$ cat config.mk
export PLATFORM = sky130hd
export DESIGN_NAME = can_wake_ctrl
export DESIGN_NICKNAME = d
export VERILOG_FILES = /design/src/rtl/can_lp_pkg.sv /design/src/rtl/rx_level_sync.sv /design/src/rtl/osc_settle_timer.sv /design/src/rtl/recessive_run_counter.sv /design/src/rtl/can_wake_ctrl.sv
export SDC_FILE = /design/constraint.sdc
export NUM_CORES = 1
export LEC_CHECK = 0
export CORE_ASPECT_RATIO = 1.25
export CORE_UTILIZATION = 49
export CTS_CLUSTER_DIAMETER = 40
export DETAILED_ROUTE_END_ITERATION = 6
export GPL_ROUTABILITY_DRIVEN = 0
export HOLD_SLACK_MARGIN = 0.15
export PLACE_DENSITY = 0.87
export SYNTH_ARGS = -nofsm -noshare
export SYNTH_HDL_FRONTEND = slang
export SYNTH_HIERARCHICAL = 1
export SYNTH_SLANG_ARGS = --single-unit
export TNS_END_PERCENT = 20
$ cat constraint.sdc
create_clock -name clk -period 2.6 [get_ports clk]
set_clock_uncertainty 0.15 [all_clocks]
set_input_delay 0.26 -clock clk [delete_from_list [all_inputs] [get_ports clk]]
set_output_delay 0.26 -clock clk [all_outputs]
set_load 0.03 [all_outputs]
$ cat src/rtl/can_lp_pkg.sv
// Package: shared state encoding and constants for the CAN low-power sequencer.
// Assumes recessive bus level is logic 1.
package can_lp_pkg;
    typedef enum logic [1:0] {
        ST_SLEEP    = 2'd0,
        ST_OSC_WAIT = 2'd1,
        ST_BUS_SYNC = 2'd2,
        ST_ACTIVE   = 2'd3
    } lp_state_t;

    localparam int unsigned ID_W = 11;
    // Wake-up identifier, MSB first: r r r r r r d r r r r
    localparam logic [ID_W-1:0] WAKE_IDENT = 11'h7EF;
endpackage

$ cat src/rtl/rx_level_sync.sv
// Module: two-flop synchronizer for the asynchronous receive level.
// Assumes: reset value is recessive (1) so reset never looks like bus activity.
module rx_level_sync (
    input  logic clk,
    input  logic rst_n,
    input  logic d_async,
    output logic q_sync
);
    logic meta_q;

    // Purpose: shift the raw level through two flops.
    always_ff @(posedge clk) begin
        if (!rst_n) begin
            meta_q <= 1'b1;
            q_sync <= 1'b1;
        end else begin
            meta_q <= d_async;
            q_sync <= meta_q;
        end
    end
endmodule

$ cat src/rtl/osc_settle_timer.sv
// Module: down-counter for the oscillator settling wait.
// Assumes: load has priority; count holds at zero; zero_o flags expiry.
module osc_settle_timer #(
    parameter int unsigned CNT_W = 16
) (
    input  logic             clk,
    input  logic             rst_n,
    input  logic             load,
    input  logic [CNT_W-1:0] load_val,
    input  logic             run,
    output logic [CNT_W-1:0] cnt_o,
    output logic             zero_o
);
    // Purpose: load on wake, then count down to zero while enabled.
    always_ff @(posedge clk) begin
        if (!rst_n) begin
            cnt_o <= '0;
        end else if (load) begin
            cnt_o <= load_val;
        end else if (run && (cnt_o != '0)) begin
            cnt_o <= cnt_o - 1'b1;
        end
    end

    assign zero_o = (cnt_o == '0);


    countdown_step_chk: assert property (@(posedge clk) disable iff (!rst_n)
        (run && !load && cnt_o != '0) |=> (cnt_o == $past(cnt_o) - 1'b1));
endmodule

$ cat src/rtl/recessive_run_counter.sv
// Module: counts consecutive recessive bit samples during bus synchronization.
// Assumes: clear is held while not synchronizing; count saturates at RUN_LEN.
module recessive_run_counter #(
    parameter int unsigned RUN_LEN = 11,
    localparam int unsigned RUN_W  = $clog2(RUN_LEN + 1)
) (
    input  logic             clk,
    input  logic             rst_n,
    input  logic             clear,
    input  logic             tick,
    input  logic             rx_rec,
    output logic [RUN_W-1:0] run_o,
    output logic             done_o
);
    localparam logic [RUN_W-1:0] RUN_MAX = RUN_W'(RUN_LEN);

    // Purpose: restart on dominant, advance on recessive, at each bit strobe.
    always_ff @(posedge clk) begin
        if (!rst_n || clear) begin
            run_o <= '0;
        end else if (tick) begin
            if (!rx_rec)
                run_o <= '0;
            else if (run_o != RUN_MAX)
                run_o <= run_o + 1'b1;
        end
    end

    assign done_o = (run_o == RUN_MAX);


    dominant_restart_chk: assert property (@(posedge clk) disable iff (!rst_n)
        (!clear && tick && !rx_rec) |=> (run_o == '0));
endmodule

$ cat src/rtl/can_wake_ctrl.sv
// Module: top-level low-power sequencer. Sleep -> oscillator wait -> bus sync -> active.
// Assumes: bit_tick is synchronous to clk; rx_bit may be asynchronous.
module can_wake_ctrl
    import can_lp_pkg::*;
#(
    parameter int unsigned CNT_W   = 16,
    parameter int unsigned RUN_LEN = 11,
    localparam int unsigned RUN_W  = $clog2(RUN_LEN + 1)
) (
    input  logic             clk,
    input  logic             rst_n,
    input  logic             sleep_req,
    input  logic             wake_req,
    input  logic             rx_bit,
    input  logic             bit_tick,
    input  logic [CNT_W-1:0] settle_cycles,
    output logic             core_en,
    output logic             bus_on,
    output logic             osc_ready,
    output logic [ID_W-1:0]  wake_id
);
    lp_state_t        state_q, state_d;
    logic             rx_s;
    logic             wake_evt;
    logic             tmr_load;
    logic             tmr_zero;
    logic [CNT_W-1:0] tmr_cnt;
    logic [RUN_W-1:0] run_cnt;
    logic             run_done;

    rx_level_sync u_sync (
        .clk     (clk),
        .rst_n   (rst_n),
        .d_async (rx_bit),
        .q_sync  (rx_s)
    );

    osc_settle_timer #(.CNT_W(CNT_W)) u_tmr (
        .clk      (clk),
        .rst_n    (rst_n),
        .load     (tmr_load),
        .load_val (settle_cycles),
        .run      (state_q == ST_OSC_WAIT),
        .cnt_o    (tmr_cnt),
        .zero_o   (tmr_zero)
    );

    recessive_run_counter #(.RUN_LEN(RUN_LEN)) u_run (
        .clk    (clk),
        .rst_n  (rst_n),
        .clear  (state_q != ST_BUS_SYNC),
        .tick   (bit_tick),
        .rx_rec (rx_s),
        .run_o  (run_cnt),
        .done_o (run_done)
    );

    // Purpose: wake source is bus activity (dominant) or internal request.
    assign wake_evt = !rx_s || wake_req;
    // Purpose: timer is armed only on the sleep-to-wait transition.
    assign tmr_load = (state_q == ST_SLEEP) && wake_evt;

    // Purpose: next-state decode.
    always_comb begin
        state_d = state_q;
        unique case (state_q)
            ST_SLEEP:    if (wake_evt)  state_d = ST_OSC_WAIT;
            ST_OSC_WAIT: if (tmr_zero)  state_d = ST_BUS_SYNC;
            ST_BUS_SYNC: if (run_done)  state_d = ST_ACTIVE;
            ST_ACTIVE:   if (sleep_req) state_d = ST_SLEEP;
            default:                    state_d = ST_SLEEP;
        endcase
    end

    // Purpose: state register, reset into sleep.
    always_ff @(posedge clk) begin
        if (!rst_n) state_q <= ST_SLEEP;
        else        state_q <= state_d;
    end

    // Purpose: output decode from state.
    assign core_en   = (state_q != ST_SLEEP);
    assign bus_on    = (state_q == ST_ACTIVE);
    assign osc_ready = core_en && tmr_zero;
    assign wake_id   = WAKE_IDENT;


    wake_cause_chk: assert property (@(posedge clk) disable iff (!rst_n)
        $rose(core_en) |-> $past(wake_evt));

    onbus_after_run_chk: assert property (@(posedge clk) disable iff (!rst_n)
        $rose(bus_on) |-> ($past(run_cnt) == RUN_W'(RUN_LEN)));

    no_reload_chk: assert property (@(posedge clk) disable iff (!rst_n)
        (state_q == ST_OSC_WAIT && $past(state_q) == ST_OSC_WAIT && $past(tmr_cnt) != '0)
            |-> (tmr_cnt == $past(tmr_cnt) - 1'b1));

    sleep_drop_chk: assert property (@(posedge clk) disable iff (!rst_n)
        (bus_on && sleep_req) |=> (!core_en && !bus_on));

    sleep_ignored_chk: assert property (@(posedge clk) disable iff (!rst_n)
        (core_en && !bus_on) |=> core_en);
endmodule

==> flow_summary.toml, run 1 <==
[cts]
numCtsBuffers = 3
h-tree-depth = 1
post_cts_resized = 0
cts-root-buf = "clkbuf_4"
cts_tree = "yes"
ctsLongestPathBuffers = 2
post_cts_buffers = 0
clk_latency_ns = 0.30
holdBufCountCts = 0
cts.reportedPaths.clkPinSlew_ns = 0.13
clock_sinks = 24

[synthesis]
synth_edf_count = 0
yosysUniqueCellTypes = 41
ys_warn_count = 6
syn_area_per_cell_um2 = 8.34
syn_area_um2 = 1510
yosysSeqAreaShare_pct = 31.8
synth_top_flop_cell = "dfxtp_1"
synthCells = 181
synth-seq-cells = 24
async_reset_ff_share_pct = 0

[placement]
io_buffers = 24
hpwlAfterDp_um = 2110
place_ws_ns = 0.311

[worst_hold_path]
hold_path.class = "reg2reg"
whs_path_depth = 1

[sta]
rsz0062_at_grt = "false"
fin_setup_tns_ns = 0
maxSlewViolCount = 0
period_needed_ns = 2.46
period_share_pct = 94.8
relSlewSlack_pct = 52.2
fmax_ghz = 0.406
setup_viol = 0
setup_ws_ns = 0.135
tightestPinTransition_ns = 0.716
finalHoldViolations = 0

[power_and_ir_drop]
combinationalPowerShare_pct = 50.6
switching_share_pct = 41.6
p_per_area_nw_per_um2 = 912
p_seq_share_pct = 37.6
vdd_drop_max_v = 0.000563
p_switching_uw = 670
pwr-share-clk_pct = 11.8
internal-power_uw = 942
p_leak_uw = 0.000691

[worst_setup_path]
arrival_ns = 2.05
critPathBufInv = 1
worstSetupPathType = "reg2out"
cp_cell_sequence = "or4_4 -> and4bb_2 -> nor2b_1 -> buf_4"
path_depth = 4
critPathRequiredTime_ns = 2.19
slowest_delay_ns = 0.55
crit_family = "simple AND/OR/NAND/NOR gates"
slowest_stage = "or4_4"
path_max_fanout = 10
reg2reg_depth = 5
cp-start-kind = "flip-flop"
critPathCaptureType = "output pin"

[flow_run]
cap_violations = 0

[status]
status = "complete, no violations"

[routing]
drt-total-wl_um = 2780
drc = 0
vias = 1262
detail_route.iter0.violations = 38
ant_nets = 0
viasPerCell = 5.26
wl_per_cell_um = 11.6
firstDrtPassIters = 4

[global_routing]
grt-ovfl-total = 0
grt_max_degree = 30
grt_use_total_pct = 19.8
grt_first_pass_wirelength_um = 5020
antenna_found_initial = 0
grt_pass1_vias = 1207

[die]
fp.dieH_um = 64.0
rows = 22
num_io_pins = 36
start_util_pct = 51.2
fp.dieW_um = 51.6
core_um2 = 2950
die-area_um2 = 3310

[cells_and_area]
fin_nets = 234
drive_gt1_share_pct = 7.35
syn2layout_area_growth_pct = 17.2
antenna_cells = 0
## logic make-up after synthesis
logic type                 Yosys count  synth area share [%]
buffers and inverters               27                  9.95
and+or+nand+nor                     63                  26.7
muxes                                4                  2.65
xor gates and xnor gates            11                  6.38
DFF                                 24                  31.8
other                                2                 0.498
AOI/OAI and AO/OA                   43                  16.2
adders and majority gates            7                  5.80
## path summary, 6_finish.rpt
check | from | to | slack (ns)
worst max register to register | u_tmr/cnt_o[7] | state_q[0] | 0.38
worst max-delay path | u_tmr/cnt_o[7] | osc_ready | 0.14
worst min-delay path | u_sync/meta_q | u_sync/q_sync | 0.29
worst min register to register | u_sync/meta_q | u_sync/q_sync | 0.29
## metal layers
layer	vias up	GRT usage [%]	routed length (um)
met5	-	0	0
met4	0	11.5	71
met3	6	2.62	58
met2	23	33.0	1400
met1	575	23.6	1250
li1	658	-	-
## power groups by stage
| stage | Combinational [uW] | Sequential, uW | Clock, uW |
|---|---|---|---|
| floorplan | 667 | 587 | 0 |
| global placement | 793 | 609 | 0 |
| detailed placement | 810 | 612 | 0 |
| CTS | 818 | 605 | 199 |
| global route | 916 | 625 | 223 |
| finish | 815 | 606 | 191 |
## metrics by stage
stage | total power (uW) | util, % | hold WS, ns | std cells | area (um^2)
after global routing | 1760 | 60.0 | 0.330 | 240 | 1770
after detailed placement | 1420 | 58.8 | 0.255 | 236 | 1730
after global placement | 1400 | 58.8 | 0.253 | 236 | 1730
final | 1610 | 60.0 | 0.287 | 240 | 1770
after CTS | 1620 | 60.0 | 0.287 | 240 | 1770
after floorplan | 1250 | - | 0.183 | 190 | 1540
## state kept, by name (all words and copies together), names as in the netlist
name	flops
u_sync/q_sync	1
state_q	2
u_run/run_o	4
u_tmr/cnt_o	16
u_sync/meta_q	1
## synth_stat cells, drive strengths merged (2+ instances only)
master | n | area [um^2]
conb | 2 | 7.51
nor4 | 5 | 61.3
buf | 12 | 93.8
or4 | 2 | 18.8
dfxtp | 24 | 480
xnor2 | 11 | 96.3
a21oi | 17 | 85.1
or3 | 2 | 13.8
nor3b | 3 | 22.5
nand2 | 12 | 47.6
nor2b | 7 | 43.8
nand2b | 3 | 18.8
nor3 | 6 | 30.0
nand3 | 3 | 15.0
nor2 | 11 | 48.8
o21ai | 17 | 85.1
inv | 11 | 41.3
mux2i | 4 | 40.0
and3b | 3 | 26.3
o41ai | 2 | 17.5
clkbuf | 4 | 15.0
ha | 7 | 87.6
## cell type report
cell class | count | area, um^2
well taps | 36 | 45.0
fillers | 266 | 1180
clock buffers | 4 | 36.3
multi-input cells | 139 | 912
inverters | 11 | 41.3
flip-flops and latches | 24 | 480
repair buffers | 26 | 253
## cell usage in the layout (no fill, tap or decap), types with 4 or more instances in the layout
cell | Yosys | layout
o21ai_0 | 17 | 17
inv_1 | 11 | 11
conb_1 | 2 | 11
clkdlybuf4s50_1 | 0 | 23
nor2b_1 | 7 | 7
a21oi_1 | 17 | 17
nand2_1 | 11 | 11
xnor2_1 | 11 | 11
ha_1 | 7 | 7
nor3_1 | 6 | 6
nor2_1 | 10 | 10
dfxtp_1 | 24 | 24
mux2i_1 | 4 | 4
Note: power is estimated with default switching activity, not from simulation.
==> run 2, diff against run 1 <==
--- a/config.mk
+++ b/config.mk
@@ -5,15 +5,15 @@
 export SDC_FILE = /design/constraint.sdc
 export NUM_CORES = 1
 export LEC_CHECK = 0
+export ABC_AREA = 1
 export CORE_ASPECT_RATIO = 1.25
 export CORE_UTILIZATION = 49
 export CTS_CLUSTER_DIAMETER = 40
 export DETAILED_ROUTE_END_ITERATION = 6
 export GPL_ROUTABILITY_DRIVEN = 0
 export HOLD_SLACK_MARGIN = 0.15
-export PLACE_DENSITY = 0.87
+export PLACE_DENSITY = 0.85
 export SYNTH_ARGS = -nofsm -noshare
 export SYNTH_HDL_FRONTEND = slang
-export SYNTH_HIERARCHICAL = 1
 export SYNTH_SLANG_ARGS = --single-unit
 export TNS_END_PERCENT = 20
==> flow_summary.toml, run 2 <==
[placement]
hpwlAfterDp_um = 2720
io_buffers = 24

[die]
rows = 23
fp.dieW_um = 54.7
start_util_pct = 52.4
num_io_pins = 36
core_um2 = 3250
fp.dieH_um = 67.9
die-area_um2 = 3720

[sta]
setup_viol = 0
fin_setup_tns_ns = 0
finalHoldViolations = 0
rsz0062_at_grt = "false"
fmax_ghz = 0.455
maxSlewViolCount = 0
period_share_pct = 84.5
period_needed_ns = 2.20

[synthesis]
synthTopCellsByCount = "nand2_1 (78), nor2_1 (59), inv_1 (33)"
synthCells = 286
syn_area_per_cell_um2 = 5.96
synth_top_flop_cell = "dfxtp_1"
synth_area_leader_cell = "dfxtp_1"
syn_area_um2 = 1700
ys_warn_count = 0
synth_edf_count = 0
synth-seq-cells = 24
yosysUniqueCellTypes = 27
synthMostInstantiatedCell = "nand2_1"
async_reset_ff_share_pct = 0
ys_top_cells_by_area = "dfxtp_1 (28%), nand2_1 (17%), nor2_1 (13%)"
yosysSeqAreaShare_pct = 28.2
synth_top_area_share_pct = 28.2

[worst_setup_path]
critPathCaptureType = "output pin"
crit_top_cell = "inv_1"
cp_cell_sequence = "inv_1 -> ha_1 -> inv_1 -> clkdlybuf4s50_1"
slowest_delay_ns = 0.67
cp-start-kind = "flip-flop"
critPathBufInv = 3
crit_family = "buffers and inverters"
slowest_stage = "clkdlybuf4s50_1"
path_max_fanout = 4
critPathRequiredTime_ns = 2.19
arrival_ns = 1.79
worstSetupPathType = "reg2out"

[global_routing]
grt_use_total_pct = 21.5
grt_pass1_vias = 1449
grt_first_pass_wirelength_um = 5820
antenna_found_initial = 0
grt-ovfl-total = 0
grt_max_degree = 21

[flow_run]
cap_violations = 0

[cts]
h-tree-depth = 1
cts_tree = "yes"
holdBufCountCts = 0
cts.reportedPaths.clkPinSlew_ns = 0.09
ctsLongestPathBuffers = 2
cts-root-buf = "clkbuf_8"
clock_sinks = 24
numCtsBuffers = 3
post_cts_buffers = 0
post_cts_resized = 0
clk_latency_ns = 0.28

[power_and_ir_drop]
pwr-share-clk_pct = 15.4
p_per_area_nw_per_um2 = 1100
switching_share_pct = 48.4
p_seq_share_pct = 27.1
vdd_drop_max_v = 0.000546
p_leak_uw = 0.00103
internal-power_uw = 1130
p_switching_uw = 1070
totalPowerFinal_uw = 2200
combinationalPowerShare_pct = 57.5

[cells_and_area]
syn2layout_area_growth_pct = 17.0
fillers = 323
antenna_cells = 0
largestRegisters = "u_tmr.cnt_o x16, u_run.run_o x4, state_q x2"
top_register = "u_tmr.cnt_o"
drive_gt1_share_pct = 4.87
largest_reg_flops = 16
fin_nets = 337
final_common_cell = "nand2_1"
layout_common_cells = "nand2_1 (78), nor2_1 (59), inv_1 (33)"

[routing]
vias = 1709
wl_per_cell_um = 10.8
firstDrtPassIters = 4
ant_nets = 0
viasPerCell = 4.95
drt-total-wl_um = 3710
detail_route.iter0.violations = 69
drc = 0

[status]
status = "complete, no violations"

[worst_hold_path]
hold_path.class = "reg2reg"
run 2: power groups by stage:
stage                     Combinational, uW  Sequential, uW  Clock [uW]
final                                  1270             595         339
after global routing                   1450             610         357
after CTS                              1270             591         337
after detailed placement               1250             600           0
after global placement                 1230             593           0
after floorplan                        1030             569           0
run 2: final cells by class:
class	instances	area [um^2]	area share (%)
multi-input combinational	220	1010	50.5
sequential	24	480	24.1
timing repair buffer	27	265	13.3
inverter	33	124	6.21
tap	37	46.3	2.32
clock buffer	3	41.3	2.07
clock inverter	1	30.0	1.51
run 2: worst register-to-register path, cell delays in order, from the launching register on:
cell and delay (ns):
dfxtp_1 0.39, inv_1 0.09, ha_1 0.27, nand2_2 0.30
inv_1 0.30, nand2_1 0.12, a21boi_0 0.17, a21oi_1 0.08
run 2: logic make-up after synthesis:
family / count (synthesis) / share of synthesized area (%)
other: 2 / 0.441
buffers and inverters: 51 / 14.8
xor gates and xnor gates: 2 / 1.03
adders and majority gates: 6 / 4.41
DFF: 24 / 28.2
and+or+nand+nor: 169 / 40.9
AOI/OAI and AO/OA: 32 / 10.3
run 2: worst paths after layout:
check,slack (ns),cells past startpoint,start,end
setup / recovery,0.40,4,state_q[0],core_en
hold / removal,0.26,2,u_sync.meta_q,u_sync.q_sync
setup reg to reg,0.64,7,state_q[0],u_tmr.cnt_o[14]
hold reg to reg,0.26,2,u_sync.meta_q,u_sync.q_sync
run 2: metal layers:
layer,routed length [um],global-route usage [%]
met1,1620,22.9
met2,1910,39.8
met3,120,3.56
met4,63,9.29
met5,0,0
run 2: per-stage QoR:
stage	setup slack [ns]	utilization, %	cells	instance area, um^2	hold slack (ns)
after global routing	0.146	61.3	345	1990	0.301
after CTS	0.0415	61.2	345	1990	0.260
after floorplan	0.466	-	295	1740	0.195
after global placement	0.376	59.0	341	1920	0.233
after detailed placement	0.351	59.0	341	1920	0.239
final	0.404	61.3	345	1990	0.264
==> run 3, diff against run 2 <==
--- a/config.mk
+++ b/config.mk
@@ -7,12 +7,12 @@
 export LEC_CHECK = 0
 export ABC_AREA = 1
 export CORE_ASPECT_RATIO = 1.25
-export CORE_UTILIZATION = 49
+export CORE_UTILIZATION = 46
 export CTS_CLUSTER_DIAMETER = 40
 export DETAILED_ROUTE_END_ITERATION = 6
 export GPL_ROUTABILITY_DRIVEN = 0
 export HOLD_SLACK_MARGIN = 0.15
-export PLACE_DENSITY = 0.85
+export PLACE_DENSITY = 0.84
 export SYNTH_ARGS = -nofsm -noshare
 export SYNTH_HDL_FRONTEND = slang
 export SYNTH_SLANG_ARGS = --single-unit
==> constraint.sdc (replaced) <==
create_clock -name clk -period 1.8 [get_ports clk]
set_clock_uncertainty 0.15 [all_clocks]
set_input_delay 0.18 -clock clk [delete_from_list [all_inputs] [get_ports clk]]
set_output_delay 0.18 -clock clk [all_outputs]
set_load 0.03 [all_outputs]
==> flow_summary.toml, run 3 (same netlist as run 2, synthesis figures left out) <==
[worst_setup_path]
worstSetupPathType = "reg2out"
cp-start-kind = "flip-flop"
r2r-start = "state_q[0]"
critPathCaptureType = "output pin"
path_max_fanout = 4
reg2reg_depth = 8
rrSetupSlack_ns = 0.14
critPathRequiredTime_ns = 1.47
arrival_ns = 1.42
timing.rr.end = "u_tmr.cnt_o[14]"

[routing]
met3_length_um = 106
wl_per_cell_um = 10.6
drt-total-wl_um = 3730
ant_nets = 0
viasPerCell = 4.88
firstDrtPassIters = 4
top_layer_used = "met4"
wl_met1_um = 1730
vias = 1723
drc = 0
wl_met2_um = 1810
detail_route.iter0.violations = 74

[sta]
maxSlewViolCount = 0
period_share_pct = 97.1
setup_ws_ns = 0.0517
fmax_ghz = 0.572
period_needed_ns = 1.75
finalHoldViolations = 0
setup_viol = 0
rsz0062_at_grt = "true"

[cells_and_area]
final_common_cell = "nand2_1"
antenna_cells = 0
layout_common_cells = "nand2_1 (77), nor2_1 (53), inv_1 (31)"
top_register = "u_tmr.cnt_o"
fin_nets = 343
largestRegisters = "u_tmr.cnt_o x16, u_run.run_o x4, state_q x2"
drive_gt1_share_pct = 12.7
postLayoutCellArea_um2 = 2090
fin_util_pct = 59.5
syn2layout_area_growth_pct = 22.6
largest_reg_flops = 16

[worst_hold_path]
worstHoldStart = "u_sync.meta_q"
hold_path.class = "reg2reg"
whs_path_depth = 2
holdPathEnd = "u_sync.q_sync"

[die]
fp.dieW_um = 56.4
start_util_pct = 48.5
core_um2 = 3510
rows = 24
num_io_pins = 36
fp.dieH_um = 70.1
die-area_um2 = 3950

[flow_run]
cap_violations = 0

[cts]
clock_sinks = 24
ctsLongestPathBuffers = 2
numCtsBuffers = 3
cts-root-buf = "clkbuf_8"
clk_latency_ns = 0.27
cts.reportedPaths.clkPinSlew_ns = 0.08
cts_tree = "yes"
h-tree-depth = 1

[global_routing]
grt_pass1_vias = 1621
grt_max_degree = 21
antenna_found_initial = 0
grt-ovfl-total = 0
grt_first_pass_wirelength_um = 6730
grt_use_total_pct = 20.9

[placement]
hpwlAfterDp_um = 2750
io_buffers = 24
place_area_um2 = 1960
place_ws_ns = 0.0342

[power_and_ir_drop]
p_leak_uw = 0.00106
vdd_drop_max_v = 0.000867
p_per_area_nw_per_um2 = 1580

[status]
status = "complete, no violations"
run 3: final cells by class:
type / instances / area (um^2)
Clock buffer: 4 / 55.1
Sequential cell: 24 / 489
Multi-Input combinational cell: 220 / 1070
Inverter: 33 / 124
Tap cell: 39 / 48.8
Fill cell: 327 / 1420
Timing Repair Buffer: 33 / 305
run 3: what timing repair did:
item / 4_1_cts / 5_1_grt
setup endpoints to repair: 2 / 4
hold buffers: 0 / 0
gates resized for setup: 12 / 11
pin swaps: 1 / 5
buffers inserted: 0 / 2
gates cloned: 0 / 0
run 3: report_power, final:
group          internal (uW)  total (uW)  switching (uW)
Sequential               706         896             190
Combinational            771        2030            1260
Clock                    196         375             179
run 3: worst max path at each step:
| stage | startpoint | to | slack, ns | cells past startpoint |
|---|---|---|---|---|
| floorplan | u_tmr.cnt_o[0] | osc_ready | 0.07 | 6 |
| global placement | u_tmr.cnt_o[0] | u_tmr.cnt_o[5] | 0.09 | 10 |
| detailed placement | u_tmr.cnt_o[0] | u_tmr.cnt_o[3] | 0.03 | 10 |
| CTS | u_tmr.cnt_o[1] | osc_ready | 0.008 | 7 |
| global route | u_tmr.cnt_o[0] | osc_ready | -0.01 | 7 |
| finish | state_q[0] | osc_ready | 0.05 | 5 |
run 3: layer usage:
metal	global-route usage, %	vias to the layer above
met5	0	-
met4	8.94	0
met3	2.22	9
met2	38.3	36
met1	23.9	754
li1	-	924
run 3: critical path: stages (launching register included):
cell and delay [ns]:
dfxtp_4 0.37, inv_1 0.06, ha_1 0.23, buf_4 0.16, nor3_4 0.18, buf_6 0.15
run 3: through the flow:
stage / hold WS (ns) / std cells / total power [uW] / setup TNS (ns)
detailed placement: 0.244 / 347 / 2740 / 0
global route: 0.283 / 353 / 3650 / -0.0123
floorplan: 0.115 / 295 / 2340 / 0
CTS: 0.265 / 351 / 3220 / 0
finish: 0.261 / 353 / 3300 / 0
global placement: 0.232 / 347 / 2700 / 0
